## src/rtl/segmap_pkg.sv

```systemverilog
package segmap_pkg;

    localparam int DATA_W     = 8;
    localparam int OFF_W      = 8;
    localparam int SEG_W      = 8;
    localparam int LOW_DEPTH  = 112;
    localparam int FILE_DEPTH = 16;
    localparam int EXT_SPAN   = 128;
    localparam int FILE_BASE  = (1 << OFF_W) - FILE_DEPTH;
    localparam int LOW_AW     = $clog2(LOW_DEPTH);
    localparam int FILE_AW    = $clog2(FILE_DEPTH);
    localparam int EXT_AW     = $clog2(EXT_SPAN);

    typedef enum logic [1:0] {
        RGN_LOW  = 2'd0,
        RGN_FILE = 2'd1,
        RGN_EXT  = 2'd2,
        RGN_NONE = 2'd3
    } rgn_e;

    typedef struct packed {
        rgn_e             rgn;
        logic [SEG_W-1:0] seg;
        logic [OFF_W-1:0] idx;
    } dec_t;

    function automatic dec_t map_addr(input logic [SEG_W-1:0] seg,
                                      input logic             stk,
                                      input logic [OFF_W-1:0] off,
                                      input int               ext_segs);
        dec_t d;
        logic [SEG_W-1:0] eff;
        eff   = stk ? '0 : seg;
        d.rgn = RGN_NONE;
        d.seg = eff;
        d.idx = off;
        if (int'(off) >= FILE_BASE) begin
            d.rgn = RGN_FILE;
            d.idx = off - OFF_W'(FILE_BASE);
        end else if (int'(off) < EXT_SPAN) begin
            if (eff == '0) begin
                if (int'(off) < LOW_DEPTH) d.rgn = RGN_LOW;
            end else if (int'(eff) <= ext_segs) begin
                d.rgn = RGN_EXT;
            end
        end
        return d;
    endfunction

endpackage

```

## src/rtl/segmap_decode.sv

```systemverilog
module segmap_decode
    import segmap_pkg::*;
#(
    parameter int EXT_SEGS = 1
) (
    input  logic [SEG_W-1:0] seg,
    input  logic             stk,
    input  logic [OFF_W-1:0] addr,
    output dec_t             dec
);
    always_comb dec = map_addr(seg, stk, addr, EXT_SEGS);
endmodule

```

## src/rtl/segmap_ram.sv

```systemverilog
module segmap_ram
    import segmap_pkg::*;
#(
    parameter int DEPTH = 16,
    localparam int AW   = $clog2(DEPTH)
) (
    input  logic              clk,
    input  logic              we,
    input  logic              re,
    input  logic [AW-1:0]     addr,
    input  logic [DATA_W-1:0] wdata,
    output logic [DATA_W-1:0] rdata
);
    logic [DATA_W-1:0] mem [DEPTH];

    always_ff @(posedge clk) begin
        if (we) mem[addr] <= wdata;
        if (re) rdata     <= mem[addr];
    end
endmodule

```

## src/rtl/segmap_regs.sv

```systemverilog
module segmap_regs
    import segmap_pkg::*;
#(
    parameter logic [OFF_W-1:0] SP_INIT = 8'h6F
) (
    input  logic             clk,
    input  logic             rst,
    input  logic             seg_we,
    input  logic [SEG_W-1:0] seg_wdata,
    input  logic             sp_we,
    input  logic [OFF_W-1:0] sp_wdata,
    output logic [SEG_W-1:0] seg_q,
    output logic [OFF_W-1:0] sp_q
);
    always_ff @(posedge clk) begin
        if (rst) begin
            seg_q <= '0;
            sp_q  <= SP_INIT;
        end else begin
            if (seg_we) seg_q <= seg_wdata;
            if (sp_we)  sp_q  <= sp_wdata;
        end
    end
endmodule

```

## src/rtl/segmap_top.sv

```systemverilog
module segmap_top
    import segmap_pkg::*;
#(
    parameter int               EXT_SEGS = 1,
    parameter logic [OFF_W-1:0] SP_INIT  = 8'h6F
) (
    input  logic              clk,
    input  logic              rst,
    input  logic              rd_en,
    input  logic              wr_en,
    input  logic              stk,
    input  logic [OFF_W-1:0]  addr,
    input  logic [DATA_W-1:0] wdata,
    input  logic              seg_we,
    input  logic [SEG_W-1:0]  seg_wdata,
    input  logic              sp_we,
    input  logic [OFF_W-1:0]  sp_wdata,
    output logic [DATA_W-1:0] rdata,
    output logic [SEG_W-1:0]  seg_q,
    output logic [OFF_W-1:0]  sp_q
);
    dec_t              dec;
    rgn_e              rgn_q;
    logic [SEG_W-1:0]  bank_q;
    logic [DATA_W-1:0] low_q, file_q, ext_mux;
    logic [DATA_W-1:0] ext_q [EXT_SEGS];

    segmap_regs #(.SP_INIT(SP_INIT)) u_regs (
        .clk(clk), .rst(rst),
        .seg_we(seg_we), .seg_wdata(seg_wdata),
        .sp_we(sp_we), .sp_wdata(sp_wdata),
        .seg_q(seg_q), .sp_q(sp_q)
    );

    segmap_decode #(.EXT_SEGS(EXT_SEGS)) u_dec (
        .seg(seg_q), .stk(stk), .addr(addr), .dec(dec)
    );

    segmap_ram #(.DEPTH(LOW_DEPTH)) u_low (
        .clk(clk),
        .we(wr_en && dec.rgn == RGN_LOW),
        .re(rd_en && dec.rgn == RGN_LOW),
        .addr(dec.idx[LOW_AW-1:0]),
        .wdata(wdata), .rdata(low_q)
    );

    segmap_ram #(.DEPTH(FILE_DEPTH)) u_file (
        .clk(clk),
        .we(wr_en && dec.rgn == RGN_FILE),
        .re(rd_en && dec.rgn == RGN_FILE),
        .addr(dec.idx[FILE_AW-1:0]),
        .wdata(wdata), .rdata(file_q)
    );

    for (genvar g = 0; g < EXT_SEGS; g++) begin : g_ext
        logic hit;
        assign hit = dec.rgn == RGN_EXT && dec.seg == SEG_W'(g + 1);
        segmap_ram #(.DEPTH(EXT_SPAN)) u_bank (
            .clk(clk),
            .we(wr_en && hit),
            .re(rd_en && hit),
            .addr(dec.idx[EXT_AW-1:0]),
            .wdata(wdata), .rdata(ext_q[g])
        );
    end

    always_ff @(posedge clk) begin
        if (rst) begin
            rgn_q  <= RGN_NONE;
            bank_q <= '0;
        end else if (rd_en) begin
            rgn_q  <= dec.rgn;
            bank_q <= dec.seg - SEG_W'(1);
        end
    end

    always_comb begin
        ext_mux = '1;
        for (int g = 0; g < EXT_SEGS; g++)
            if (bank_q == SEG_W'(g)) ext_mux = ext_q[g];
    end

    always_comb begin
        unique case (rgn_q)
            RGN_LOW:  rdata = low_q;
            RGN_FILE: rdata = file_q;
            RGN_EXT:  rdata = ext_mux;
            default:  rdata = '1;
        endcase
    end
endmodule

```

## config.mk

```make
export PLATFORM = sky130hd
export DESIGN_NAME = segmap_top
export DESIGN_NICKNAME = d
export VERILOG_FILES = /design/src/rtl/segmap_pkg.sv /design/src/rtl/segmap_decode.sv /design/src/rtl/segmap_ram.sv /design/src/rtl/segmap_regs.sv /design/src/rtl/segmap_top.sv
export SDC_FILE = /design/constraint.sdc
export NUM_CORES = 2
export LEC_CHECK = 0
export ABC_AREA = 1
export ABC_CLOCK_PERIOD_IN_PS = 6100
export BUFFER_PORTS_ARGS = -buffer_cell sky130_fd_sc_hd__buf_2
export CAP_MARGIN = 10
export CELL_PAD_IN_SITES_DETAIL_PLACEMENT = 0
export CELL_PAD_IN_SITES_GLOBAL_PLACEMENT = 2
export CORE_ASPECT_RATIO = 0.9
export CORE_MARGIN = 5
export CORE_UTILIZATION = 47
export CTS_CLUSTER_SIZE = 28
export DETAILED_ROUTE_END_ITERATION = 10
export GPL_TIMING_DRIVEN = 0
export PLACE_DENSITY = 0.83
export RECOVER_POWER = 50
export SETUP_SLACK_MARGIN = 0.4
export SLEW_MARGIN = 20
export SYNTH_ARGS = -nofsm -noshare
export SYNTH_HDL_FRONTEND = slang
export SYNTH_SLANG_ARGS = --single-unit
export TNS_END_PERCENT = 1
```

## constraint.sdc

```tcl
create_clock -name clk -period 6.1 [get_ports clk]
set_clock_uncertainty 0.05 [all_clocks]
set_input_delay 0.61 -clock clk [delete_from_list [all_inputs] [get_ports clk]]
set_output_delay 0.61 -clock clk [all_outputs]
set_load 0.05 [all_outputs]
```

Word-level counts from Yosys, hierarchy flattened
Memories as Yosys holds them, arrays and structs flattened. A register that Yosys moved wholly into a read port is not among the register bits.
Cells that the tools add are included.
{"block": "op_classes", "addsub": 2, "n_lt_le_gt_ge": 4, "n_eq_ne": 5, "muxes": 15, "n_reduce_logical": 11}
{"op": "8-bit case mux with 3 select lines", "count": 1}
{"op": "8-bit logical NOT", "count": 2}
{"op": "8-bit two-way mux", "count": 2}
{"op": "8-bit by 1-bit equality test with 1-bit output, second input constant", "count": 1}
{"op": "8-bit greater-or-equal comparator, second input constant", "count": 1}
{"op": "8-bit by 1-bit <= comparator with 1-bit output, second input constant", "count": 1}
{"op": "8-bit by 7-bit less-than comparator with 1-bit output, second input constant", "count": 1}
{"op": "8-bit less-than comparator, second input constant", "count": 1}
{"op": "2-bit two-way mux", "count": 4}
{"op": "8-bit by 1-bit subtractor with 8-bit output, second input constant", "count": 1}
{"op": "1-bit logical AND", "count": 7}
{"op": "1-bit two-way mux", "count": 7}
{"op": "7-bit two-way mux", "count": 1}
{"op": "7-bit subtractor, second input constant", "count": 1}
{"op": "2-bit by 1-bit equality test with 1-bit output, second input constant", "count": 2}
{"op": "2-bit equality test, second input constant", "count": 2}
{"op": "2-bit logical NOT", "count": 2}
{"block": "totals", "register_bits": 26, "mem_bits_rw": 2048, "inputBits": 39, "out_inout_bits": 24, "word_cells": 44, "n_memories": 3}
{"memory": "g_ext[0].u_bank.mem", "words": 128, "word_bits": 8, "rd": 1, "rd_ports_with_merged_regs": 1, "wr": 1, "line": "segmap_ram.sv:14", "text": "logic [DATA_W-1:0] mem [DEPTH];"}
{"memory": "u_low.mem", "words": 112, "word_bits": 8, "rd": 1, "rd_ports_with_merged_regs": 1, "wr": 1, "line": "segmap_ram.sv:14"}
{"memory": "u_file.mem", "words": 16, "word_bits": 8, "rd": 1, "rd_ports_with_merged_regs": 1, "wr": 1, "line": "segmap_ram.sv:14"}

Longest topological paths before layout
{"block": "depth", "ltp_word": 11, "mapped_depth": 16, "mapped_depth_nobuf": 13}

Hierarchy
A second synthesis with hierarchy kept.
{"block": "hier_totals", "hier_cells": 8963, "hier_area_um2": 89604.7}
{"module": "segmap_ram (g_ext[0].u_bank)", "n_inst": 1, "cells_per_inst": 4402, "area_per_inst_um2": 44056.0}
{"module": "segmap_ram (u_low)", "n_inst": 1, "cells_per_inst": 3725, "area_per_inst_um2": 38122.8}
{"module": "segmap_ram (u_file)", "n_inst": 1, "cells_per_inst": 548, "area_per_inst_um2": 5672.9}
{"module": "segmap_top", "n_inst": 1, "cells_per_inst": 154, "area_per_inst_um2": 872.1}
{"module": "segmap_regs", "n_inst": 1, "cells_per_inst": 90, "area_per_inst_um2": 638.1}
{"module": "segmap_decode", "n_inst": 1, "cells_per_inst": 44, "area_per_inst_um2": 242.7}

Worst setup path after synthesis
No wires, ideal clock.
{"block": "synth_path", "path_kind": "input to register", "startpoint": "input port stk", "endpoint": "memory g_ext[0].u_bank.mem[64][0], enable pin", "t_arrival_ns": 2.319, "path_slack_ns": 3.360, "cell_stages": 11, "path_cell_list": "inv_2 nand2_1 ha_1 inv_1 nor2_1 nor3_1 nand2_1 nor2_4 nand3_1 buf_2 nor2_1"}
{"block": "synth_between", "elab_chain_len": 11}
{"item": "start, declared", "line": "segmap_top.sv:11", "text": "input logic stk,"}
{"item": "8-bit two-way mux (*)", "line": "segmap_pkg.sv:33", "text": "eff = stk ? '0 : seg;"}
{"item": "8-bit by 1-bit <= comparator with 1-bit output", "line": "segmap_pkg.sv:43", "text": "end else if (int'(eff) <= ext_segs) begin"}
{"item": "1-bit two-way mux", "line": "segmap_pkg.sv:43"}
{"item": "2-bit two-way mux", "line": "segmap_pkg.sv:41", "text": "if (eff == '0) begin"}
{"item": "2-bit two-way mux", "line": "segmap_pkg.sv:40", "text": "end else if (int'(off) < EXT_SPAN) begin"}
{"item": "2-bit two-way mux", "line": "segmap_pkg.sv:37", "text": "if (int'(off) >= FILE_BASE) begin"}
{"item": "2-bit equality test", "line": "segmap_top.sv:57", "text": "assign hit = dec.rgn == RGN_EXT && dec.seg == SEG_W'(g + 1);"}
{"item": "1-bit logical AND (*)", "line": "segmap_top.sv:57"}
{"item": "1-bit logical AND (*)", "line": "segmap_top.sv:60", "text": ".we(wr_en && hit),"}
{"item": "1-bit two-way mux (*)", "line": "segmap_ram.sv:17", "text": "if (we) mem[addr] <= wdata;"}
{"item": "1-bit two-way mux (not written as such) (*)", "line": "segmap_ram.sv:17"}
{"item": "end, declared", "line": "segmap_ram.sv:14"}
Mark *: on every way between the ends. The rest lies on a longest branch, timed or not.

Worst setup path after layout
{"block": "layout_path", "startpoint": "input port wdata[3]", "endpoint": "memory g_ext[0].u_bank.mem[19][3], data pin"}
{"item": "start, declared", "line": "segmap_top.sv:13", "text": "input logic [DATA_W-1:0] wdata,"}
Straight into the memory's write port.

==> flow_summary.toml <==
[run_status]
status = "finished with violations"
violations = "capacitance limit, slew limit"

[final_layout]
n_fill_cell = 15700
post_route_cells_drive_above_1_share_pct = 8.28
nets = 8033
area_growth_pct = 13.3
seqCellArea_um2 = 62700
multi_input_area_um2 = 20500
fin_util_pct = 53.4

[clocking]
cts_root_buf = "clkbuf_16"
cts_buffers = 211
clock_sinks = 2098
cts_buffer_depth = 3
cts_tree = "yes"
htree_levels = 4
insertion_delay_ns = 0.86
clk_pin_slew_ns = 0.06

[place]
place.gp.congestion = 0.957
io_buffers = 58
hpwl_mm = 224

[synthesis]
synth_top_family_by_area = "simple AND/OR/NAND/NOR gates"
seq_area_frac_synth_pct = 73.9
synth_top_area_share_pct = 73.3
synthCells = 7645
synth_mux_area_share_pct = 0
netlist_area_um2 = 84900
synthTopCellsByArea = "edfxtp_1 (73%), nand2_1 (17%), nor2_1 (2.8%), nand3_1 (1.0%), buf_2 (0.86%)"
synthXorXnorAreaFrac_pct = 0.0501
yosysWarnings = 0
syn_nets = 7688
synth_fa_ha_area_share_pct = 0.0590
synth-seq-cells = 2098
syn_area_per_cell_um2 = 11.1
synth_cell_types = 31
synth_area_leader_cell = "edfxtp_1"
synth_compound_area_share_pct = 1.94
synthSimpleGateAreaFrac_pct = 21.8

[route]
wl_met2_mm = 136
postRouteAntennaNets = 0
drcViolationCount = 0
wl_met1_mm = 131
initialDrtViolationCount = 8767
routed_via_density = 5.73
routed.top_layer = "met5"
wl_met3_mm = 37.8
vias = 60500
first_pass_iters = 7
routed_wl_mm = 322
routedWlPerCell_um = 30.5

[global_route]
grt_pass1_wl_mm = 435
antenna_found_initial = 24
grt_max_degree = 111
gr-total-overflow = 0
first_global_vias = 54300
grt_usage_pct = 33.5

[timing]
slew_viol_final = 1262
rsz0062_at_grt = "false"
fmax_ghz = 0.200
period_minus_slack_ns = 5.00
slew-limit-headroom_pct = -254
fin_setup_tns_ns = 0
finalHoldViolCount = 0
finalSetupViolations = 0
min_period_over_period_pct = 82.0
worst_slew_pin_slew_ns = 5.30

[die]
core_area_um2 = 180000
placementRows = 148
io_pins = 63
start_util_pct = 47.1
fp.dieH_um = 413
die_x_um = 458
die_area_um2 = 189000

[critical_path]
critPathCaptureType = "flip-flop"
start_kind = "input port"
worst_ep_required_time_ns = 6.60
crit_type = "input port to flip-flop"
crit_chain = "clkbuf_1 > clkbuf_2 > buf_16"
worst_path_max_delay_cell = "clkbuf_1"
slowest_delay_ns = 2.25
worstPathArrival_ns = 5.50
crit_fanout = 97
rrSetupSlack_ns = 1.74

[power_and_ir_drop]
p_switching_mw = 7.38
swShare_pct = 23.8
internal-power_mw = 23.6
p_clk_share_pct = 41.5
power.density_nw_per_um2 = 322
pwr-share-comb_pct = 7.2
leakagePower_nw = 36.4
irDropWorstVdd_mv = 0.323
seqPwrFrac_pct = 51.4

[min_path]
hold_path_class = "input port to flip-flop"

[run]
max_cap_violations = 15
==> cells in the final DEF (no fill, tap or decap), types with 18 or more instances in the layout <==
cell type,n
buf_6,20
buf_1,55
clkbuf_1,228
nand3_1,175
buf_2,191
nand4_1,80
clkbuf_16,216
clkinv_1,52
nor2_1,534
inv_1,52
a21oi_1,119
clkbuf_2,23
dfxtp_1,26
bufinv_16,19
buf_8,18
clkinv_2,36
edfxtp_1,2072
a22oi_1,96
nand2_1,3904
o21ai_0,58
nor2_2,107
==> kinds of logic after synthesis <==
| kind of cell | Yosys count |
|---|---|
| fa+ha+maj | 4 |
| buf+inv | 449 |
| compound gates | 279 |
| flops | 2098 |
| xor+xnor | 4 |
| simple gates | 4811 |
==> power groups by stage <==
stage	combinational, mW	clock [mW]	sequential, mW
floorplan	0.928	0	16.2
global route	2.31	13.5	15.9
detailed placement	2.15	0	16.2
CTS	2.17	12.9	15.9
global placement	2.08	0	16.2
finish	2.22	12.8	15.9
==> state kept, by name (all words and copies together) (netlist names) <==
| signal | cells |
|---|---|
| u_regs.seg_q | 8 |
| rgn_q | 2 |
| u_low.mem | 896 |
| u_low.rdata | 8 |
| bank_q | 8 |
| g_ext.u_bank.mem | 1024 |
| u_regs.sp_q | 8 |
| u_file.rdata | 8 |
| g_ext.u_bank.rdata | 8 |
| u_file.mem | 128 |
==> cell usage after synthesis (all sizes together) <==
library cell and n:
o21ai 60, nor3 1, clkbuf 174, nor4 2, o211ai 2, xor2 2
edfxtp 2072, nand3b 1, ha 4, dfxtp 26, inv 59, nand3 177
clkinv 7, o221ai 1, xnor2 2, nand4 80, buf 209, nand2 3907
a31oi 1, a21oi 119, nor2 643, a22oi 96
==> timing repair <==
action,in CTS,in global routing
resized for setup,0,0
hold buffers,17,0
hold endpoints to repair,19,0
setup buffers,0,0
endpoints found under the setup margin,0,0
==> critical path, delay by kind of cell <==
kind / cells / cell delay (ns)
buffers and inverters: 3 / 4.59
==> area by class of cell <==
type | count | share of cell area [%]
sequential | 2098 | 65.2
multi-input combinational | 5098 | 21.3
clock buffer | 269 | 5.83
tap | 2400 | 3.12
buffer | 383 | 1.72
timing repair buffer | 132 | 1.35
clock inverter | 115 | 1.12
inverter | 66 | 0.260
antenna | 9 | 0.0234
==> per-stage QoR <==
| stage | setup WS, ns | instance area [µm²] | hold slack [ns] | std cells | power [mW] |
|---|---|---|---|---|---|
| 6_report | 1.10 | 96200 | 0.0725 | 10600 | 31.0 |
| 5_1_grt | 0.932 | 96200 | 0.0932 | 10600 | 31.7 |
| 4_1_cts | 1.86 | 96400 | 0.0215 | 10600 | 30.9 |
| 3_5_place_dp | 0.970 | 89500 | 0.396 | 10200 | 18.3 |
| 3_3_place_gp | 0.456 | 88200 | 0.387 | 10100 | 18.3 |
| 2_1_floorplan | 3.36 | 84900 | 0.400 | 7645 | 17.1 |
==> worst paths after layout <==
kind | from | end | depth (start not counted)
max | wdata[3] | g_ext[0].u_bank.mem[19][3] | 3
min | seg_we | u_regs.seg_q[0] | 3
max reg2reg | u_regs.seg_q[0] | g_ext[0].u_bank.mem[63][6] | 10
min reg2reg | u_regs.sp_q[5] | u_regs.sp_q[5] | 2
==> metal layers <==
layer,global-route usage [%],vias up
met5,0.513,-
met4,15.2,10
met3,8.42,655
met2,48.2,3704
met1,48.0,29800
li1,-,26300
(Power assumes the default switching activity.)
